===== src/rtl/busrec_pkg.sv =====
package busrec_pkg;

    typedef enum logic [2:0] {
        ST_IDLE,
        ST_LOW,
        ST_HIGH,
        ST_SETUP,
        ST_HOLD
    } rec_state_t;

    typedef struct packed {
        logic scl_pull;
        logic sda_pull;
    } line_drive_t;

    typedef struct packed {
        logic done;
        logic fail;
    } rec_result_t;

    function automatic line_drive_t drive_for(rec_state_t s);
        line_drive_t d;
        d.scl_pull = (s == ST_LOW);
        d.sda_pull = (s == ST_HOLD);
        return d;
    endfunction

endpackage


===== src/rtl/busrec_sync.sv =====
module busrec_sync #(
    parameter int  STAGES  = 2,
    parameter logic RST_VAL = 1'b1
) (
    input  logic clk,
    input  logic rst,
    input  logic d_i,
    output logic q_o
);
    logic [STAGES-1:0] chain;

    generate
        for (genvar i = 0; i < STAGES; i++) begin : g_stage
            always_ff @(posedge clk) begin
                if (rst) begin
                    chain[i] <= RST_VAL;
                end else if (i == 0) begin
                    chain[i] <= d_i;
                end else begin
                    chain[i] <= chain[(i == 0) ? 0 : i-1];
                end
            end
        end
    endgenerate

    assign q_o = chain[STAGES-1];
endmodule


===== src/rtl/busrec_timer.sv =====
module busrec_timer #(
    parameter int CNT_W = 16
) (
    input  logic             clk,
    input  logic             rst,
    input  logic             restart_i,
    input  logic [CNT_W-1:0] len_i,
    output logic             last_o
);
    logic [CNT_W-1:0] cnt;

    always_ff @(posedge clk) begin
        if (rst || restart_i) begin
            cnt <= '0;
        end else begin
            cnt <= cnt + 1'b1;
        end
    end

    assign last_o = (cnt == len_i - 1'b1);
endmodule


===== src/rtl/busrec_fsm.sv =====
module busrec_fsm
    import busrec_pkg::*;
#(
    parameter int CNT_W          = 16,
    parameter int LOW_TICKS      = 470,
    parameter int HIGH_TICKS     = 400,
    parameter int START_SU_TICKS = 470,
    parameter int START_HD_TICKS = 400,
    parameter int MAX_PULSES     = 9
) (
    input  logic             clk,
    input  logic             rst,
    input  logic             req_i,
    input  logic             sda_high_i,
    input  logic             last_i,
    output rec_state_t       state_o,
    output logic             restart_o,
    output logic [CNT_W-1:0] len_o,
    output rec_result_t      result_o
);
    localparam int PULSE_W = $clog2(MAX_PULSES + 1);
    localparam logic [PULSE_W-1:0] PULSE_LIMIT = PULSE_W'(MAX_PULSES);

    rec_state_t       state, state_n;
    rec_result_t      res_n;
    logic [PULSE_W-1:0] pulses;

    always_comb begin
        state_n = state;
        res_n   = '0;
        unique case (state)
            ST_IDLE: begin
                if (req_i) begin
                    state_n = sda_high_i ? ST_SETUP : ST_LOW;
                end
            end
            ST_LOW: begin
                if (last_i) state_n = ST_HIGH;
            end
            ST_HIGH: begin
                if (last_i) begin
                    if (sda_high_i) begin
                        state_n = ST_SETUP;
                    end else if (pulses == PULSE_LIMIT) begin
                        state_n   = ST_IDLE;
                        res_n.fail = 1'b1;
                    end else begin
                        state_n = ST_LOW;
                    end
                end
            end
            ST_SETUP: begin
                if (last_i) state_n = ST_HOLD;
            end
            ST_HOLD: begin
                if (last_i) begin
                    state_n    = ST_IDLE;
                    res_n.done = 1'b1;
                end
            end
            default: state_n = ST_IDLE;
        endcase
    end

    always_comb begin
        unique case (state)
            ST_LOW:   len_o = CNT_W'(LOW_TICKS);
            ST_HIGH:  len_o = CNT_W'(HIGH_TICKS);
            ST_SETUP: len_o = CNT_W'(START_SU_TICKS);
            ST_HOLD:  len_o = CNT_W'(START_HD_TICKS);
            default:  len_o = CNT_W'(1);
        endcase
    end

    assign restart_o = (state_n != state);

    always_ff @(posedge clk) begin
        if (rst) begin
            state    <= ST_IDLE;
            pulses   <= '0;
            result_o <= '0;
        end else begin
            state    <= state_n;
            result_o <= res_n;
            if (state == ST_IDLE) begin
                pulses <= '0;
            end
            if (state_n == ST_LOW && state != ST_LOW) begin
                pulses <= ((state == ST_IDLE) ? '0 : pulses) + 1'b1;
            end
        end
    end

    assign state_o = state;
endmodule


===== src/rtl/bus_recovery_seq.sv =====
module bus_recovery_seq
    import busrec_pkg::*;
#(
    parameter int CNT_W          = 16,
    parameter int LOW_TICKS      = 470,
    parameter int HIGH_TICKS     = 400,
    parameter int START_SU_TICKS = 470,
    parameter int START_HD_TICKS = 400,
    parameter int MAX_PULSES     = 9,
    parameter int SYNC_STAGES    = 2
) (
    input  logic clk,
    input  logic rst,
    input  logic rec_req_i,
    input  logic sda_i,
    output logic scl_pull_o,
    output logic sda_pull_o,
    output logic busy_o,
    output logic done_o,
    output logic fail_o
);
    rec_state_t       state;
    rec_result_t      result;
    line_drive_t      drive;
    logic             sda_sync;
    logic             restart;
    logic             last;
    logic [CNT_W-1:0] len;

    busrec_sync #(.STAGES(SYNC_STAGES), .RST_VAL(1'b1)) u_sync (
        .clk (clk),
        .rst (rst),
        .d_i (sda_i),
        .q_o (sda_sync)
    );

    busrec_timer #(.CNT_W(CNT_W)) u_timer (
        .clk       (clk),
        .rst       (rst),
        .restart_i (restart),
        .len_i     (len),
        .last_o    (last)
    );

    busrec_fsm #(
        .CNT_W          (CNT_W),
        .LOW_TICKS      (LOW_TICKS),
        .HIGH_TICKS     (HIGH_TICKS),
        .START_SU_TICKS (START_SU_TICKS),
        .START_HD_TICKS (START_HD_TICKS),
        .MAX_PULSES     (MAX_PULSES)
    ) u_fsm (
        .clk        (clk),
        .rst        (rst),
        .req_i      (rec_req_i),
        .sda_high_i (sda_sync),
        .last_i     (last),
        .state_o    (state),
        .restart_o  (restart),
        .len_o      (len),
        .result_o   (result)
    );

    assign drive      = drive_for(state);
    assign scl_pull_o = drive.scl_pull;
    assign sda_pull_o = drive.sda_pull;
    assign busy_o     = (state != ST_IDLE);
    assign done_o     = result.done;
    assign fail_o     = result.fail;
endmodule


===== config.mk =====
export PLATFORM = sky130hd
export DESIGN_NAME = bus_recovery_seq
export DESIGN_NICKNAME = d
export VERILOG_FILES = /design/src/rtl/busrec_pkg.sv /design/src/rtl/busrec_sync.sv /design/src/rtl/busrec_timer.sv /design/src/rtl/busrec_fsm.sv /design/src/rtl/bus_recovery_seq.sv
export SDC_FILE = /design/constraint.sdc
export NUM_CORES = 1
export LEC_CHECK = 0
export BUFFER_PORTS_ARGS = -buffer_cell sky130_fd_sc_hd__buf_2
export CAP_MARGIN = 5
export CORE_MARGIN = 3
export CORE_UTILIZATION = 30
export DETAILED_ROUTE_END_ITERATION = 7
export GPL_TIMING_DRIVEN = 0
export PLACE_DENSITY = 0.5
export SYNTH_ARGS = -nofsm -noshare
export SYNTH_HDL_FRONTEND = slang
export SYNTH_SLANG_ARGS = --single-unit

===== constraint.sdc =====
create_clock -name clk -period 5.75 [get_ports clk]
set_input_delay 1.15 -clock clk [delete_from_list [all_inputs] [get_ports clk]]
set_output_delay 1.15 -clock clk [all_outputs]
set_load 0.005 [all_outputs]

# After elaboration in Yosys (flattened, before gate mapping)
# Index checks and enable logic that the tools add are counted.
[classes] n_reduce_logical=8 n_shift=0 n_mux=14 n_mul=0 n_eq_ne=9 bitwise=3 magnitude_cmp=0 div=0 add_sub_neg=3
[op_table] operator="$pmux 9 s2" count=1
[op_table] operator="$add 16x1->16 const B" count=1
[op_table] operator="$eq 16x16->1" count=1
[op_table] operator="$sub 16x1->16 const B" count=1
[op_table] operator="$mux 3" count=5
[op_table] operator="$pmux 3 s5" count=1
[op_table] operator="$mux 4" count=2
[op_table] operator="$eq 3x1->1 const B" count=2
[op_table] operator="$eq 3x2->1 const B" count=2
[op_table] operator="$reduce_or 2->1" count=3
[op_table] operator="$add 4x1->4 const B" count=1
[op_table] operator="$eq 4x4->1 const B" count=1
[op_table] operator="$mux 2" count=2
[op_table] operator="$reduce_or 4->1" count=1
[op_table] operator="$eq 3x3->1 const B" count=1
[op_table] operator="$logic_not 3->1" count=1
[op_table] operator="$mux 1" count=3
[op_table] operator="$ne 3x1->1 const B" count=1
[op_table] operator="$ne 3x3->1" count=1
[op_table] operator="$not 1->1" count=3
[op_table] operator="$reduce_bool 3->1" count=1
[op_table] operator="$logic_and 1x1->1" count=1
[op_table] operator="$logic_or 1x1->1" count=1
[totals] n_memories=0 ramBits=0 latch_bits=0 rom_bits=0 reg_bits=27

# Logic depth before layout (Yosys ltp)
[logic_depth] ltp_word=10 ltp_mapped=9 ltp_nobuf=8

# Cells and area by module
# A second synthesis with hierarchy kept.
[hier_totals] hier_cells=240 hier_area_um2=1935.6
[by_module_without_submodules] mod="busrec_timer" cells_each=156 instances=1 area_per_inst_um2=1206.2
[by_module_without_submodules] mod="busrec_fsm" cells_each=77 instances=1 area_per_inst_um2=655.6
[by_module_without_submodules] mod="busrec_sync" cells_each=4 instances=1 area_per_inst_um2=52.6
[by_module_without_submodules] mod="bus_recovery_seq" cells_each=3 instances=1 area_per_inst_um2=21.3

# Worst setup path before layout
# Ideal clock, no wire load.
[synth_timing] path_kind="input to register" startpoint="input port rec_req_i" endpoint="register u_fsm.pulses[2]" path_stages=5 n_path_buf=0 path_slack_ps=3446 arrival_time_ps=2180 path_cell_list="o21ai_0 -> a21oi_1 -> a211oi_1 -> o21ai_1 -> mux2_1"
[synth_via] elab_chain_len=5
[synth_lines] item="from (decl)" line_no="bus_recovery_seq.sv:14" text="input logic rec_req_i,"
[synth_lines] item="$mux 3" line_no="busrec_fsm.sv:33" text="if (req_i) begin"
[synth_lines] item="$pmux 3 s5" line_no="busrec_fsm.sv:31" text="unique case (state)"
[synth_lines] item="$eq 3x1->1" line_no="busrec_fsm.sv:88" text="if (state_n == ST_LOW && state != ST_LOW) begin"
[synth_lines] item="$logic_and 1x1->1" line_no="busrec_fsm.sv:88"
[synth_lines] item="$mux 4" line_no="busrec_fsm.sv:88"
[synth_lines] item="to (signal assigned)" line_no="busrec_fsm.sv:89" text="pulses <= ((state == ST_IDLE) ? '0 : pulses) + 1'b1;"
[synth_lines] item="to (decl)" line_no="busrec_fsm.sv:26" text="logic [PULSE_W-1:0] pulses;"
# No other way between the ends.
# A chain may end at the register's enable or synchronous reset.

# Final worst setup path
[layout_timing] startpoint="register u_fsm.state[2] (netlist: u_fsm.state_o[2])" endpoint="output port busy_o"
[layout_via] elab_chain_len=1
[layout_lines] item="from (decl)" line_no="busrec_fsm.sv:24" text="rec_state_t state, state_n;"
[layout_lines] item="from (signal assigned)" line_no="busrec_fsm.sv:83" text="state <= state_n;"
[layout_lines] item="$reduce_bool 3->1" line_no="bus_recovery_seq.sv:67" text="assign busy_o = (state != ST_IDLE);"
[layout_lines] item="to (decl)" line_no="bus_recovery_seq.sv:18" text="output logic busy_o,"
# No other way between the ends.

==> metrics <==
Die Span X=74.2 um; clock latency at the later pin of the worst-skew pair=0.27 ns; Hold-fix buffers, CTS=0; leading area contributor after synthesis=dfxtp_1; number of inserted diodes=0; global routing usage on met3=2.97%; 1st-iter DRT viols=68; Synth Flop Type=dfxtp_1; H-tree depth=1; Root Driver=clkbuf_8; post-synthesis mux area share=3.77%; Die H=74.2 um; setup bufs post-CTS=0; R2R depth=8; Detailed Routing Iterations Pass 1=4; grt ovf=0; io pins=9; total power draw=493 uW; Post-synth EDFFs=0; Maximum Capacitance Violations=0; Max FO, Critical Path=7; largest family of logic cells by synthesized area=simple AND/OR/NAND/NOR gates; drc violations=0; M2 GR Usage=17.7%; fmax=340 MHz; placed wire-length estimate=2060 um; worst path cell trace=buf_2, nor3_1, inv_1, buf_2; Area after DPL=0.00150 mm2; Reg clk slew, reported paths=0.10 ns; Worst R2R End=u_timer.cnt[8]$_SDFF_PP0_; Reg-to-Reg Start=u_fsm.state_o[2]$_SDFF_PP0_; clock sinks=27; Area growth, synth to finish=10.9%; simple-gate portion of the synthesized area=32.3%; xor and xnor area share after synthesis=9.43%; Slew headroom=49.0%; cts bufs inserted=3; Critical Path RT=4.60 ns; hold slack=0.419 ns; CP Class=register to output pin; Post-Synthesis Cells=171; top cells by count, synth=nor2_1, dfxtp_1, nand2_1; cell mode on critical path=buf_2; Post-synth ARST share=0%; synth top area cells=dfxtp_1, nor2_1, xnor2_1; Tot GR Track Use=11.4%; cts repair resizes=0; post-route cell area=0.00155 mm2; Starting Density=31.6%; grt met1 use=14.7%; CP arrival=1.79 ns; via-per-instance ratio=5.02; post-synthesis sequential area ratio=38.8%; Die Footprint=0.00550 mm2; Final setup viols=0; Post-Place Cells=231; Slew Viols, Final=0; setup tns final=0 ns; post-route ant nets=0; Routed Wire Length=2750 um; Hold Vio Cnt, Final=0; I/O Buffers=8; gp weighted congestion=0.827; synthesized flop and latch total=27; Post-Syn Area=0.00139 mm2; Post-Syn Area per Cell=8.15 um2; Cell Pwr Density=319 mW/mm2; Yosys top cell area share=38.8%; Hold Path End=u_sync.q_o$_SDFF_PP1_; final setup skew=0.00516 ns; grt peak-use layer=met2; CTS tree=built; Net Count, Synth=177; Synth warnings=0; hold_sp=u_sync.chain[0]$_SDFF_PP1_; largest net degree at the start of global routing=16; num rows=24; CP Capture Type=output pin; routed len/inst=11.7 um; Final Instance Count excl. Fillers=235; Synth Area in Compound Gates=9.69%; status=finished clean; cell family with the largest share of critical-path delay=simple AND/OR/NAND/NOR gates; Hold Path Stages=1; unrepaired setup endpoints after global routing=false; slowest stage delay, CP=0.65 ns; count of different cell masters after synthesis=38; Net count, final=190; Worst R2R Setup Slack=3.02 ns; initial antenna violation count=0; first-pass GRT wire length=4960 um; Core Region=0.00441 mm2; share of cells above drive strength 1=12.0%; most numerous cell in the Yosys netlist=nor2_1; CTS Buffer Depth=2; peak supply drop=0.122 mV; crit path launch type=register; worst-margin pin slew=0.759 ns; Leakage=0.000578 uW; CP max stage cell=nor3_1; buffers plus inverters on the worst setup path=3; final worst path period share=51.1%; post-route minimum period=2.94 ns; Hold WC Path Type=register to register; vias in the first global route=1132; adder-cell share of the synthesized area=1.80%; vias after detailed routing=1180
sequential cells by signal, indices dropped and copies added (netlist names):
| signal | flops |
|---|---|
| u_timer.cnt | 16 |
| u_fsm.pulses | 4 |
| u_sync.chain | 1 |
| u_sync.q_o | 1 |
| u_fsm.result_o | 2 |
| u_fsm.state_o | 3 |
through the flow:
| stage | util, % | setup slack, ns |
|---|---|---|
| detailed placement | 34.0 | 2.99 |
| global route | 35.0 | 2.67 |
| floorplan | - | 3.45 |
| global placement | 34.0 | 3.04 |
| CTS | 35.0 | 2.78 |
| finish | 35.0 | 2.81 |
routing by layer:
metal	vias to the layer above	wire (um)
met4	0	21
li1	612	-
met2	18	1280
met3	2	97
met5	-	0
met1	548	1350
how the worst max path moves through the flow:
stage,start,end,cells past startpoint
6_report,u_fsm.state_o[2]$_SDFF_PP0_,busy_o,4
5_1_grt,u_fsm.state_o[2]$_SDFF_PP0_,busy_o,4
4_1_cts,u_fsm.state_o[2]$_SDFF_PP0_,busy_o,4
3_5_place_dp,u_fsm.state_o[2]$_SDFF_PP0_,u_timer.cnt[12]$_SDFF_PP0_,8
3_3_place_gp,u_fsm.state_o[2]$_SDFF_PP0_,u_timer.cnt[10]$_SDFF_PP0_,8
2_1_floorplan,rec_req_i,u_fsm.pulses[2]$_SDFF_PP0_,5
cell families after synthesis:
family,Yosys count
DFF,27
adders and majority gates,2
and+or+nand+nor,90
buffers and inverters,13
xor gates and xnor gates,15
AOI/OAI and AO/OA,19
muxes,5
worst reg2reg max path: stages (launching register included):
cell and delay [ns]:
dfxtp_1 0.31, buf_2 0.16, nor3_1 0.65, o21ai_0 0.29, a221oi_4 0.40, nand2_4 0.14, o21ai_2 0.33, buf_2 0.28
nor2_1 0.07
layout by cell type (no fill, tap or decap), types with 4 or more instances in the layout:
cell	instances
nand3_1	10
a21oi_1	4
buf_2	10
nor3_1	5
inv_1	6
nor4_1	4
nor2_1	31
clkbuf_1	4
nand2_1	17
dfxtp_1	27
xor2_1	7
xnor2_1	8
o21ai_0	7
power by group:
part	internal (uW)	switching [uW]	leakage (uW)
clock network	48.6	60.4	0.0000255
logic	61.5	109	0.000334
registers	200	12.9	0.000219
total	310	183	0.000578
area by class of cell:
| type | instances | area, um2 |
|---|---|---|
| fill | 477 | 2870 |
| multi-input combinational | 131 | 795 |
| sequential | 27 | 541 |
| tap | 52 | 65.1 |
| clock buffer | 3 | 41.3 |
| timing repair buffer | 8 | 40.0 |
| buffer | 7 | 36.3 |
| inverter | 6 | 22.5 |
| clock inverter | 1 | 5.00 |
No activity file was read; power rests on OpenSTA's default activity.
